File: src/rtl/bounce_meter_pkg.sv
package bounce_meter_pkg;

    localparam int unsigned BUS_W     = 32;
    localparam int unsigned IDX_TRANS = 6;
    localparam int unsigned IDX_DUR   = 7;
    localparam int unsigned IDX_LEVEL = 8;

    typedef enum logic [1:0] {
        SEL_NONE,
        SEL_TRANS,
        SEL_DUR,
        SEL_LEVEL
    } reg_sel_e;

    typedef struct packed {
        logic     stb;
        logic     we;
        reg_sel_e sel;
    } bus_req_t;

    function automatic reg_sel_e decode_sel(input logic [31:0] idx);
        case (idx)
            IDX_TRANS: return SEL_TRANS;
            IDX_DUR:   return SEL_DUR;
            IDX_LEVEL: return SEL_LEVEL;
            default:   return SEL_NONE;
        endcase
    endfunction

endpackage

File: src/rtl/bm_sync_edge.sv
module bm_sync_edge #(
    parameter int NUM_IN = 4,
    localparam int NC_W  = $clog2(NUM_IN + 1)
) (
    input  logic              clk,
    input  logic              rst,
    input  logic [NUM_IN-1:0] raw,
    output logic [NC_W-1:0]   n_changes
);

    logic [NUM_IN-1:0] meta_q;
    logic [NUM_IN-1:0] sync_q;
    logic [NUM_IN-1:0] prev_q;
    logic [NUM_IN-1:0] diff;

    // Two-stage synchronizer followed by one history stage per line
    for (genvar g = 0; g < NUM_IN; g++) begin : g_line
        always_ff @(posedge clk) begin
            if (rst) begin
                meta_q[g] <= 1'b0;
                sync_q[g] <= 1'b0;
                prev_q[g] <= 1'b0;
            end else begin
                meta_q[g] <= raw[g];
                sync_q[g] <= meta_q[g];
                prev_q[g] <= sync_q[g];
            end
        end
        assign diff[g] = sync_q[g] ^ prev_q[g];
    end

    always_comb begin
        n_changes = '0;
        for (int i = 0; i < NUM_IN; i++) begin
            n_changes = n_changes + NC_W'(diff[i]);
        end
    end

endmodule

File: src/rtl/bm_counters.sv
module bm_counters #(
    parameter int NUM_IN = 4,
    parameter int CNT_W  = 31,
    localparam int NC_W  = $clog2(NUM_IN + 1)
) (
    input  logic             clk,
    input  logic             rst,
    input  logic             clr,
    input  logic [NC_W-1:0]  n_changes,
    output logic [CNT_W-1:0] trans_cnt,
    output logic [CNT_W-1:0] dur_cnt
);

    localparam logic [CNT_W-1:0] CNT_MAX = '1;

    logic [CNT_W-1:0] elapsed_q;
    logic             running_q;
    logic [CNT_W:0]   trans_sum;
    logic [CNT_W-1:0] trans_next;
    logic [CNT_W-1:0] elapsed_inc;

    always_comb begin
        trans_sum   = {1'b0, trans_cnt} + (CNT_W+1)'(n_changes);
        trans_next  = trans_sum[CNT_W] ? CNT_MAX : trans_sum[CNT_W-1:0];
        elapsed_inc = (elapsed_q == CNT_MAX) ? CNT_MAX : elapsed_q + 1'b1;
    end

    always_ff @(posedge clk) begin
        if (rst || clr) begin
            trans_cnt <= '0;
            dur_cnt   <= '0;
            elapsed_q <= '0;
            running_q <= 1'b0;
        end else begin
            if (n_changes != '0) begin
                trans_cnt <= trans_next;
            end
            if (running_q) begin
                elapsed_q <= elapsed_inc;
            end
            if (n_changes != '0) begin
                if (!running_q) begin
                    running_q <= 1'b1;
                end else begin
                    dur_cnt <= elapsed_inc;
                end
            end
        end
    end

endmodule

File: src/rtl/bm_regfile.sv
module bm_regfile
    import bounce_meter_pkg::*;
#(
    parameter int NUM_IN = 4,
    parameter int CNT_W  = 31,
    parameter int ADDR_W = 4
) (
    input  logic              clk,
    input  logic              rst,
    input  logic              stb,
    input  logic              we,
    input  logic [ADDR_W-1:0] addr,
    input  logic [CNT_W-1:0]  trans_cnt,
    input  logic [CNT_W-1:0]  dur_cnt,
    input  logic [NUM_IN-1:0] level,
    output logic              clr,
    output logic              ack,
    output logic [BUS_W-1:0]  rdata
);

    bus_req_t         req;
    logic [BUS_W-1:0] rd_mux;

    always_comb begin
        req.stb = stb;
        req.we  = we;
        req.sel = decode_sel(32'(addr));
    end

    assign clr = req.stb && req.we && (req.sel == SEL_TRANS || req.sel == SEL_DUR);

    always_comb begin
        case (req.sel)
            SEL_TRANS: rd_mux = BUS_W'(trans_cnt);
            SEL_DUR:   rd_mux = BUS_W'(dur_cnt);
            SEL_LEVEL: rd_mux = BUS_W'(level);
            default:   rd_mux = '0;
        endcase
    end

    always_ff @(posedge clk) begin
        if (rst) begin
            ack   <= 1'b0;
            rdata <= '0;
        end else begin
            ack   <= req.stb;
            rdata <= (req.stb && !req.we) ? rd_mux : '0;
        end
    end

endmodule

File: src/rtl/bounce_meter.sv
module bounce_meter
    import bounce_meter_pkg::*;
#(
    parameter int NUM_IN = 4,
    parameter int CNT_W  = 31,
    parameter int ADDR_W = 4
) (
    input  logic              clk,
    input  logic              rst,
    input  logic              wb_stb,
    input  logic              wb_we,
    input  logic [ADDR_W-1:0] wb_addr,
    input  logic [NUM_IN-1:0] btn_raw,
    input  logic [NUM_IN-1:0] btn_level,
    output logic              wb_ack,
    output logic [31:0]       wb_rdata
);

    localparam int NC_W = $clog2(NUM_IN + 1);

    logic [NC_W-1:0]  n_changes;
    logic [CNT_W-1:0] trans_q;
    logic [CNT_W-1:0] dur_q;
    logic             clr;

    bm_sync_edge #(.NUM_IN(NUM_IN)) u_edge (
        .clk       (clk),
        .rst       (rst),
        .raw       (btn_raw),
        .n_changes (n_changes)
    );

    bm_counters #(.NUM_IN(NUM_IN), .CNT_W(CNT_W)) u_cnt (
        .clk       (clk),
        .rst       (rst),
        .clr       (clr),
        .n_changes (n_changes),
        .trans_cnt (trans_q),
        .dur_cnt   (dur_q)
    );

    bm_regfile #(.NUM_IN(NUM_IN), .CNT_W(CNT_W), .ADDR_W(ADDR_W)) u_regs (
        .clk       (clk),
        .rst       (rst),
        .stb       (wb_stb),
        .we        (wb_we),
        .addr      (wb_addr),
        .trans_cnt (trans_q),
        .dur_cnt   (dur_q),
        .level     (btn_level),
        .clr       (clr),
        .ack       (wb_ack),
        .rdata     (wb_rdata)
    );

endmodule

File: config.mk
export PLATFORM = sky130hd
export DESIGN_NAME = bounce_meter
export DESIGN_NICKNAME = d
export VERILOG_FILES = /design/src/rtl/bounce_meter_pkg.sv /design/src/rtl/bm_sync_edge.sv /design/src/rtl/bm_counters.sv /design/src/rtl/bm_regfile.sv /design/src/rtl/bounce_meter.sv
export SDC_FILE = /design/constraint.sdc
export NUM_CORES = 1
export LEC_CHECK = 0
export ABC_CLOCK_PERIOD_IN_PS = 3200
export BUFFER_PORTS_ARGS = -buffer_cell sky130_fd_sc_hd__buf_2
export CAP_MARGIN = 25
export CORE_UTILIZATION = 47
export CTS_BUF_LIST = sky130_fd_sc_hd__clkbuf_8
export DETAILED_ROUTE_END_ITERATION = 7
export PLACE_DENSITY = 0.63
export REMOVE_ABC_BUFFERS = 1
export SETUP_SLACK_MARGIN = 0.5
export SYNTH_ARGS = -nofsm -noshare
export SYNTH_HDL_FRONTEND = slang
export SYNTH_SLANG_ARGS = --single-unit
File: constraint.sdc
create_clock -name clk -period 3.2 [get_ports clk]
set_input_delay 0.48 -clock clk [delete_from_list [all_inputs] [get_ports clk]]
set_output_delay 0.48 -clock clk [all_outputs]
set_load 0.02 [all_outputs]
==> results.toml <==
[status]
outcome = "complete, no violations"

[power_and_ir_drop]
leakagePower_uw = 0.00286
peakVddDrop_uv = 303
p_per_area_nw_per_um2 = 480

[global_routing]
grtUsageTotal_pct = 24.3
grt_util_met2_pct = 39.1
grt_pass1_wl_microns = 26800
grt_overflow = 0
antenna_found_initial = 0
grt_max_degree = 49
busiest_layer = "met2"
use_met1_pct = 31.2
first_global_vias = 5301
groute.layer.met3.usage_pct = 4.68

[logic_synthesis]
synth_seq_area_share_pct = 43.5
synth_edf_count = 0
avgSynthCellArea_sq_um = 8.95
async_flop_share_pct = 0
netlist_area_sq_um = 6360
synth_flop_cell = "dfxtp_1"
ys_ff_latch = 138
ys_warn_count = 0
synth_cell_types = 65
syn_inst = 710

[clock_network]
cts_hold_buf = 0
path_clk_slew_ns = 0.07
root_buffer = "clkbuf_8"
cts.sinks = 138
cts_buffers = 17
htreeDepth = 4
clockBufferDepth = 2
insertion_delay_ns = 0.47
cts_tree = "yes"

[timing]
fin_crit_ns = 3.01
setup-violations-final = 0
slew_headroom_pct = 37.8
worst_pin_slew_ns = 0.933
rsz0062_at_grt = "true"
fmax_mhz = 333
hold_viol = 0
maxSlewViolCount = 0
whs_ns = 0.220
post-route-period-util_pct = 94.0
clock-skew-final_ns = 0.00992

[finish]
final_cell_mix = "dfxtp_1, a21oi_1, nor2_1, buf_2, o21ai_0"
syn_to_final_growth_pct = 24.3
layout_commonest_cell = "dfxtp_1"
design_area_sq_um = 7900
fillers = 1167
drive_gt1_share_pct = 26.5
fin_nets = 802
final_core_util_pct = 59.7
diodes = 0

[hold_path]
hp-class = "input port to flip-flop"

[setup_path]
path_max_fanout = 8
worstSetupPathType = "flip-flop to flip-flop"
cp-end-kind = "flip-flop"
crit_family = "adder cells"
required_ns = 3.54
crit_slowest_cell = "fa_2"
worst-path-buf-inv = 3
start_kind = "flip-flop"
worst_path_most_repeated_cell = "inv_2"
cp.arrival_ns = 3.35
worstPathCellList = "xor2_1 > ha_1 > inv_2 > fa_2 > inv_2 > ha_4 > inv_2 > fa_2 > nor3b_4 > a21oi_4 > nor4b_2 > xnor2_1 > a21oi_1"
slowest_delay_ns = 0.44

[job]
cap_violations = 0

[die]
ios = 49
die_area_sq_um = 14000
die_h_microns = 118
num_rows = 42
core-area_sq_um = 13200
start_util_pct = 48.0
dieWidth_microns = 118

[routing]
wl_microns = 17400
vias_per_cell = 5.93
drcViolationCount = 0
drt_iter0_markers = 435
postRouteAntennaNets = 0
avgRoutedWirePerCell_microns = 18.1
dr.pass1.iters = 5
vias = 5708

[placed_design]
dp_hpwl_microns = 11200
place_area_sq_um = 6910
port_buffers = 47
gp_congestion = 0.863
state kept, by name, indices dropped and copies added, names as in the netlist, 4 cells and up:
name	flops
u_cnt.dur_cnt	31
u_cnt.elapsed_q	31
u_cnt.trans_cnt	31
u_regs.rdata	31
u_edge.meta_q	4
u_edge.prev_q	4
u_edge.sync_q	4
Yosys cell counts, types with 3 or more instances:
cell | n | area share (%)
and4_1 | 9 | 1.2
a222oi_1 | 4 | 0.63
nor2b_1 | 14 | 1.4
dfxtp_1 | 138 | 43
a211oi_1 | 11 | 1.3
a31oi_1 | 18 | 1.8
nor4_4 | 3 | 1.0
a31o_2 | 4 | 0.55
nor4_1 | 6 | 0.59
nor2_1 | 56 | 3.3
nor4_2 | 7 | 1.4
xnor2_1 | 35 | 4.8
and2_1 | 12 | 1.2
ha_1 | 10 | 2.0
a2111oi_2 | 3 | 0.71
buf_6 | 3 | 0.53
a21oi_1 | 71 | 5.6
nand3_1 | 22 | 1.7
o21ai_0 | 54 | 4.3
o211ai_1 | 4 | 0.47
a41oi_1 | 4 | 0.55
nand4_2 | 3 | 0.59
nand2_1 | 27 | 1.6
a311oi_1 | 3 | 0.41
buf_2 | 8 | 0.63
nand4_1 | 12 | 1.2
and3_1 | 11 | 1.1
a22oi_1 | 27 | 3.2
xor2_1 | 11 | 1.5
clkbuf_1 | 33 | 1.9
inv_1 | 20 | 1.2
mux2i_1 | 5 | 0.79
nor3_1 | 19 | 1.5
final cells by class:
type	instances	area (sq um)	share of cell area (%)
Timing Repair Buffer	94	762	9.65
Clock buffer	22	303	3.83
Sequential cell	138	2770	35.0
Clock inverter	9	71.3	0.903
Multi-Input combinational cell	502	3700	46.8
Tap cell	176	220	2.79
Inverter	21	78.8	0.998
repair_timing:
item,in CTS,in global routing
setup endpoints to repair,61,61
gates resized for setup,48,64
setup buffers,0,13
pin swaps,14,18
cloned,0,4
logic make-up (layout without fill, tap and decap cells):
kind of cell               count (synthesis)  after routing  share of synthesized area, %
muxes                                      5              5                         0.787
buffers and inverters                     70            146                          4.84
DFF                                      138            138                          43.5
and+or+nand+nor                          220            220                          20.3
xor gates and xnor gates                  46             46                          6.34
adders and majority gates                 12             12                          2.60
AOI/OAI and AO/OA                        218            218                          21.6
other                                      1              1                        0.0590
per-layer routing:
layer  wire length (microns)  part of all wire, %  vias to the layer above
met1                    7870                   45                     2777
li1                        -                    -                     2726
met2                    8280                   48                      174
met4                     424                  2.4                        0
met5                       0                    0                        -
met3                     842                  4.8                       31
power breakdown:
group	leakage, uW	internal (uW)	switching (uW)
sequential	0.00112	1800	77.2
clock	0.000201	701	651
combinational	0.00154	256	312
total	0.00286	2750	1040
path summary, 6_finish.rpt:
path                                                   from                               end  slack, ns  cells past startpoint
worst max-delay path            u_edge.prev_q[1]$_SDFF_PP0_  u_cnt.trans_cnt[18]$_SDFFE_PP0N_       0.19                     13
worst min-delay path                             btn_raw[2]       u_edge.meta_q[2]$_SDFF_PP0_       0.22                      2
worst max register to register  u_edge.prev_q[1]$_SDFF_PP0_  u_cnt.trans_cnt[18]$_SDFFE_PP0N_       0.19                     13
worst min register to register  u_edge.meta_q[0]$_SDFF_PP0_       u_edge.sync_q[0]$_SDFF_PP0_       0.44                      1
per-stage QoR:
stage	power, uW	instances	TNS, ns	setup slack (ns)
6_report	3790	962	0	0.193
5_1_grt	3940	962	0	0.0942
4_1_cts	3640	945	0	0.151
3_5_place_dp	2280	914	-2.60	-0.139
3_3_place_gp	2270	914	-0.438	-0.0423
2_1_floorplan	2090	661	-5.80	-0.210
Power figures use the tool's default switching activity.
